$ cat src/rtl/io_win_pkg.sv
package io_win_pkg;
    localparam int IOW_ADDR_W  = 16;
    localparam int IOW_IDX_W   = 8;
    localparam int IOW_DATA_W  = 8;
    localparam int IOW_NUM_WIN = 2;
    localparam int IOW_NIB_W   = 4;

    localparam logic [IOW_IDX_W-1:0] IDX_ENABLE = 8'h06;
    localparam logic [IOW_IDX_W-1:0] IDX_CTRL   = 8'h07;
    localparam int                   IDX_WBASE  = 8;
    localparam int                   WIN_STRIDE = 4;
    localparam int                   ENA_BIT0   = 6;

    localparam int CB_WIDE  = 0;
    localparam int CB_PIN   = 1;
    localparam int CB_ZWS   = 2;
    localparam int CB_TSEL  = 3;

    typedef struct packed {
        logic [IOW_ADDR_W-1:0] first;
        logic [IOW_ADDR_W-1:0] last;
        logic                  en;
        logic [IOW_NIB_W-1:0]  ctl;
    } win_cfg_t;
endpackage

$ cat src/rtl/io_win_regs.sv
module io_win_regs
    import io_win_pkg::*;
#(
    parameter int NUM_WIN = IOW_NUM_WIN
) (
    input  logic                  clk,
    input  logic                  rst_n,
    input  logic                  cfg_wr,
    input  logic [IOW_IDX_W-1:0]  cfg_idx,
    input  logic [IOW_DATA_W-1:0] cfg_wdata,
    output win_cfg_t              win_cfg [NUM_WIN]
);
    localparam int BYTES_PER_WIN = WIN_STRIDE;
    localparam int IDX_LIMIT     = IDX_WBASE + BYTES_PER_WIN * NUM_WIN;

    typedef struct packed {
        logic [NUM_WIN-1:0][BYTES_PER_WIN-1:0][IOW_DATA_W-1:0] bytes;
        logic [NUM_WIN-1:0]                                    en;
        logic [NUM_WIN-1:0][IOW_NIB_W-1:0]                     ctl;
    } regs_t;

    regs_t st_d, st_q;

    always_comb begin
        st_d = st_q;
        if (cfg_wr) begin
            if (cfg_idx == IDX_ENABLE) begin
                for (int w = 0; w < NUM_WIN; w++) begin
                    st_d.en[w] = cfg_wdata[ENA_BIT0 + w];
                end
            end
            if (cfg_idx == IDX_CTRL) begin
                for (int w = 0; w < NUM_WIN; w++) begin
                    st_d.ctl[w] = cfg_wdata[w*IOW_NIB_W +: IOW_NIB_W];
                end
            end
            for (int w = 0; w < NUM_WIN; w++) begin
                for (int b = 0; b < BYTES_PER_WIN; b++) begin
                    if (cfg_idx == IOW_IDX_W'(IDX_WBASE + BYTES_PER_WIN*w + b)) begin
                        st_d.bytes[w][b] = cfg_wdata;
                    end
                end
            end
        end
    end

    always_ff @(posedge clk) begin
        if (!rst_n) begin
            st_q <= '0;
        end else begin
            st_q <= st_d;
        end
    end

    for (genvar w = 0; w < NUM_WIN; w++) begin : g_cfg
        assign win_cfg[w].first = {st_q.bytes[w][1], st_q.bytes[w][0]};
        assign win_cfg[w].last  = {st_q.bytes[w][3], st_q.bytes[w][2]};
        assign win_cfg[w].en    = st_q.en[w];
        assign win_cfg[w].ctl   = st_q.ctl[w];
    end

    logic idx_known;
    assign idx_known = (cfg_idx == IDX_ENABLE) || (cfg_idx == IDX_CTRL) ||
                       ((int'(cfg_idx) >= IDX_WBASE) && (int'(cfg_idx) < IDX_LIMIT));

    // unrelated indices leave the stored configuration alone
    a_r11_foreign_write_ignored: assert property (@(posedge clk) disable iff (!rst_n)
        !(cfg_wr && idx_known) |=> $stable(st_q));

    // configuration is cleared by reset
    a_r1_reset_clear: assert property (@(posedge clk)
        !rst_n |=> (st_q == '0));
endmodule

$ cat src/rtl/io_win_match.sv
module io_win_match
    import io_win_pkg::*;
#(
    parameter int NUM_WIN = IOW_NUM_WIN
) (
    input  logic [IOW_ADDR_W-1:0] addr,
    input  win_cfg_t              win_cfg [NUM_WIN],
    output logic [NUM_WIN-1:0]    hit_vec
);
    for (genvar w = 0; w < NUM_WIN; w++) begin : g_cmp
        logic ge_first, le_last;
        assign ge_first   = (addr >= win_cfg[w].first);
        assign le_last    = (addr <= win_cfg[w].last);
        assign hit_vec[w] = win_cfg[w].en & ge_first & le_last;
    end

    // a disabled window reports no match
    always_comb begin
        for (int w = 0; w < NUM_WIN; w++) begin
            a_r4_disabled_quiet: assert (win_cfg[w].en || !hit_vec[w]);
        end
    end
endmodule

$ cat src/rtl/io_win_decoder.sv
module io_win_decoder
    import io_win_pkg::*;
#(
    parameter int NUM_WIN = IOW_NUM_WIN,
    localparam int WIN_W  = $clog2(NUM_WIN)
) (
    input  logic                  clk,
    input  logic                  rst_n,
    input  logic                  cfg_wr,
    input  logic [IOW_IDX_W-1:0]  cfg_idx,
    input  logic [IOW_DATA_W-1:0] cfg_wdata,
    input  logic [IOW_ADDR_W-1:0] host_addr,
    input  logic                  host_valid,
    input  logic                  card_iocs16,
    output logic                  dec_hit,
    output logic [WIN_W-1:0]      dec_win,
    output logic                  dec_wide,
    output logic                  dec_zws,
    output logic                  dec_tsel
);
    win_cfg_t           win_cfg [NUM_WIN];
    logic [NUM_WIN-1:0] hit_vec;

    io_win_regs #(.NUM_WIN(NUM_WIN)) u_regs (
        .clk       (clk),
        .rst_n     (rst_n),
        .cfg_wr    (cfg_wr),
        .cfg_idx   (cfg_idx),
        .cfg_wdata (cfg_wdata),
        .win_cfg   (win_cfg)
    );

    io_win_match #(.NUM_WIN(NUM_WIN)) u_match (
        .addr    (host_addr),
        .win_cfg (win_cfg),
        .hit_vec (hit_vec)
    );

    typedef struct packed {
        logic             hit;
        logic [WIN_W-1:0] win;
        logic             wide;
        logic             zws;
        logic             tsel;
    } out_t;

    out_t out_d, out_q;

    always_comb begin
        logic                 found;
        logic [IOW_NIB_W-1:0] nib;
        found = 1'b0;
        nib   = '0;
        out_d = '0;
        if (host_valid) begin
            // lowest index wins
            for (int w = NUM_WIN-1; w >= 0; w--) begin
                if (hit_vec[w]) begin
                    found     = 1'b1;
                    out_d.win = WIN_W'(w);
                    nib       = win_cfg[w].ctl;
                end
            end
        end
        if (found) begin
            out_d.hit  = 1'b1;
            out_d.wide = nib[CB_PIN] ? card_iocs16 : nib[CB_WIDE];
            out_d.zws  = nib[CB_ZWS];
            out_d.tsel = nib[CB_TSEL];
        end
    end

    always_ff @(posedge clk) begin
        if (!rst_n) begin
            out_q <= '0;
        end else begin
            out_q <= out_d;
        end
    end

    assign dec_hit  = out_q.hit;
    assign dec_win  = out_q.win;
    assign dec_wide = out_q.wide;
    assign dec_zws  = out_q.zws;
    assign dec_tsel = out_q.tsel;

    // no cycle strobe, no hit
    a_r3_idle_no_hit: assert property (@(posedge clk) disable iff (!rst_n)
        !host_valid |=> !dec_hit);

    // a miss leaves every attribute low
    a_r10_miss_quiet: assert property (@(posedge clk) disable iff (!rst_n)
        !dec_hit |-> (!dec_wide && !dec_zws && !dec_tsel && dec_win == '0));

    // window 0 wins whenever it matches
    a_r5_low_priority: assert property (@(posedge clk) disable iff (!rst_n)
        (host_valid && hit_vec[0]) |=> (dec_hit && dec_win == '0));

    // pin-decided width tracks the sampled pin
    a_r9_pin_width: assert property (@(posedge clk) disable iff (!rst_n)
        (host_valid && hit_vec[0] && win_cfg[0].ctl[CB_PIN]) |=> (dec_wide == $past(card_iocs16)));

    // a hit needs at least one enabled window in the sampled cycle
    a_r2_hit_needs_match: assert property (@(posedge clk) disable iff (!rst_n)
        (host_valid && hit_vec == '0) |=> !dec_hit);
endmodule

$ cat config.mk
export PLATFORM = sky130hd
export DESIGN_NAME = io_win_decoder
export DESIGN_NICKNAME = d
export VERILOG_FILES = /design/src/rtl/io_win_pkg.sv /design/src/rtl/io_win_regs.sv /design/src/rtl/io_win_match.sv /design/src/rtl/io_win_decoder.sv
export SDC_FILE = /design/constraint.sdc
export NUM_CORES = 1
export LEC_CHECK = 0
export ABC_AREA = 1
export BUFFER_PORTS_ARGS = -buffer_cell sky130_fd_sc_hd__buf_2
export CAP_MARGIN = 20
export CORE_AREA = 2 2 94 96
export CTS_CLUSTER_DIAMETER = 200
export DETAILED_ROUTE_END_ITERATION = 6
export DIE_AREA = 0 0 96 98
export PLACE_DENSITY_LB_ADDON = 0.3
export SYNTH_ARGS = -nofsm -noshare
export SYNTH_HDL_FRONTEND = slang
export SYNTH_HIERARCHICAL = 1
export SYNTH_SLANG_ARGS = --single-unit
$ cat constraint.sdc
create_clock -name clk -period 3.4 [get_ports clk]
set_input_delay 0.17 -clock clk [delete_from_list [all_inputs] [get_ports clk]]
set_output_delay 0.17 -clock clk [all_outputs]
set_load 0.01 [all_outputs]
==> flow_summary.toml <==
[clock_tree]
cts_setup_buffers = 0
cts.htree.levels = 3
numCtsBuffers = 9
clock_latency_ps = 360
clockBufferDepth = 2
cts.sinks = 79
hold_buffers = 0
ctsResizeCount = 0
clk_pin_slew_ps = 90
tritoncts = "done"
cts_root_buffer = "clkbuf_8"

[setup_path]
cp_common_cell = "nand2_1"
crit_chain = "inv_1, ha_1, nand2_1, nor2_2, and2_1, nor2_1, nand2_1, nand2_1, nand2_1, nand2_1, nor2_1, nor2_1, nor2_4, nand2_1, nor2_1"
crit_type = "flip-flop to flip-flop"
setup.worst_path.start_class = "flip-flop"
rr_worst_depth = 15
worstPathArrival_ps = 2480
worstPathMaxFanout = 6
cpPeakStageDelay_ps = 380
cpMaxStageDelayCell = "dfxtp_1"
end_kind = "flip-flop"
cp.required_ps = 3700

[pwr]
power_uw = 1839
leakagePower_uw = 0.002410
powerDensity_mw_per_mm2 = 332.0
vdd_drop_max_mv = 0.2750

[timing]
worst_pin_slew_ps = 685.4
max_freq_mhz = 458.0
setup_viol = 0
holdWs_ps = 111.5
post-route-min-period_ps = 2183
relSlewSlack = 0.5431
hold_viol = 0
rsz0062_at_grt = "no"
skew_ps = 9.281
period_share = 0.6421
tns_ps = 0
slew_viol_final = 0

[synthesis]
synth-edff-count = 0
ys_ff_latch = 79
yosys_most_used_dff = "dfxtp_1"
yosysWarningCount = 6
synth_area_mm2 = 0.005087
yosysTopAreaCell = "dfxtp_1"
yosys-top-cells-area = "dfxtp_1 31%, ha_1 16%, nor2_1 13%"
synth_area_per_cell_um2 = 6.720
synth.net_count = 858
yosys-top-cells-count = "176 x nor2_1, 165 x nand2_1, 87 x inv_1"
synth.top_cell.area_share = 0.3109
ys_types = 29
yosysSeqAreaShare = 0.3109
synth_cells = 757
async_flop_share = 0
yosysMostFrequentCell = "nor2_1"

[finish]
n_antenna_cell = 0
drive_gt1_frac = 0.1175
final_cell_count_no_fill = 908
post-route-util = 0.6543
syn_to_final_growth_pct = 8.878
nets = 896

[placed_design]
gp_congestion = 0.9452
place_hpwl_mm = 9.277
place_inst = 892
io_buffer_count = 41

[die]
die_width_um = 96
die_area_mm2 = 0.009408
initial_core_util = 0.6009
io_pins = 42
die_h_um = 98
design.core.area_mm2 = 0.008466
fp-row-count = 34

[routing]
drc = 0
wirelength_mm = 12.64
vias_per_cell = 5.270
wl_per_cell_um = 13.92
via_count = 4785
ant_nets = 0
drt_iter0_drc = 266
firstDrtPassIters = 5

[worst_hold_path]
hold_class = "input port to flip-flop"
hold_depth = 5

[global_routing]
grt-ovfl-total = 0
antenna_found_initial = 0
grt_max_degree = 40
grt_pass1_vias = 4722
grt_use_total = 0.2922
grt_pass1_wl_mm = 21.56

[flow_run]
cap_violations = 0

[status]
run_status = "finished, final reports clean"
## kinds of logic after synthesis
family,Yosys count,share of synthesized area
AND/OR/NAND/NOR,461,0.4033
buffers and inverters,116,0.08977
flip-flops,79,0.3109
adder cells (fa/ha/maj),64,0.1574
AO/OA/AOI/OAI,37,0.03861
## through the flow
step / cell area (µm²) / worst slack (ps)
5_1_grt: 5539 / 1001
6_report: 5539 / 1217
4_1_cts: 5539 / 1230
2_1_floorplan: 5087 / 1612
3_5_place_dp: 5360 / 1276
3_3_place_gp: 5360 / 1351
## layout make-up
cell class | count | area, µm²
multi-input cells | 562 | 3049
well taps | 108 | 135.1
flip-flops and latches | 79 | 1582
repair buffers | 42 | 212.7
clock inverters | 7 | 55.05
clock buffers | 9 | 123.9
inverters | 101 | 381.6
fillers | 787 | 2927
## power breakdown
group	total (µW)	switching, µW	internal (µW)
Sequential	927	1.04	926
Clock	659	384	276
Combinational	252	169	83.3
Total	1840	554	1290
## routing by layer
metal  up-vias  share of wire  GRT usage
li1       2450              -          -
met1      2152           0.45     0.3795
met2       149           0.47     0.4738
met3        34          0.057    0.04090
met4         0          0.031     0.1363
met5         -              0          0
## layout by cell type, fill, tap and decap left out
master      count
nor2_2          8
nor2_1        176
nand4_1         4
clkinv_1        9
clkinvlp_4      1
nand2_1       165
clkbuf_8        9
o21a_1          1
a21oi_1        27
nand2_2         2
a21o_1          2
nand3_1        84
nand2_4         2
dfxtp_1        79
clkinv_2        2
and2_1          1
nor3_1          1
nor2_8          2
nand3_4         1
inv_8           1
buf_2          41
ha_1           64
inv_6           3
inv_2           4
buf_4           1
inv_1          87
nor3_4          1
a21oi_2         1
nor2_4         13
o21ai_0         6
nand3_2         1
inv_4           1
## sequential cells by signal, indices dropped and copies added, names as in the netlist
signal / count
dec_tsel: 1
dec_wide: 1
dec_win: 1
u_regs/win_cfg: 74
dec_zws: 1
dec_hit: 1
## worst max-delay path, delay by kind of cell (launching register included)
kind / cells / cell delay [ps]
AND/OR/NAND/NOR: 13 / 1380
flip-flops: 1 / 380
adder cells (fa/ha/maj): 1 / 300
buffers and inverters: 1 / 70
## path summary, 6_finish.rpt
| kind | slack [ps] | from | endpoint |
|---|---|---|---|
| max | 1220 | u_regs/win_cfg[28] | dec_wide |
| min | 110 | card_iocs16 | dec_wide |
| max reg2reg | 1220 | u_regs/win_cfg[28] | dec_wide |
| min reg2reg | 490 | u_regs/win_cfg[9] | u_regs/win_cfg[9] |
No activity file was read; power rests on OpenSTA's default activity.
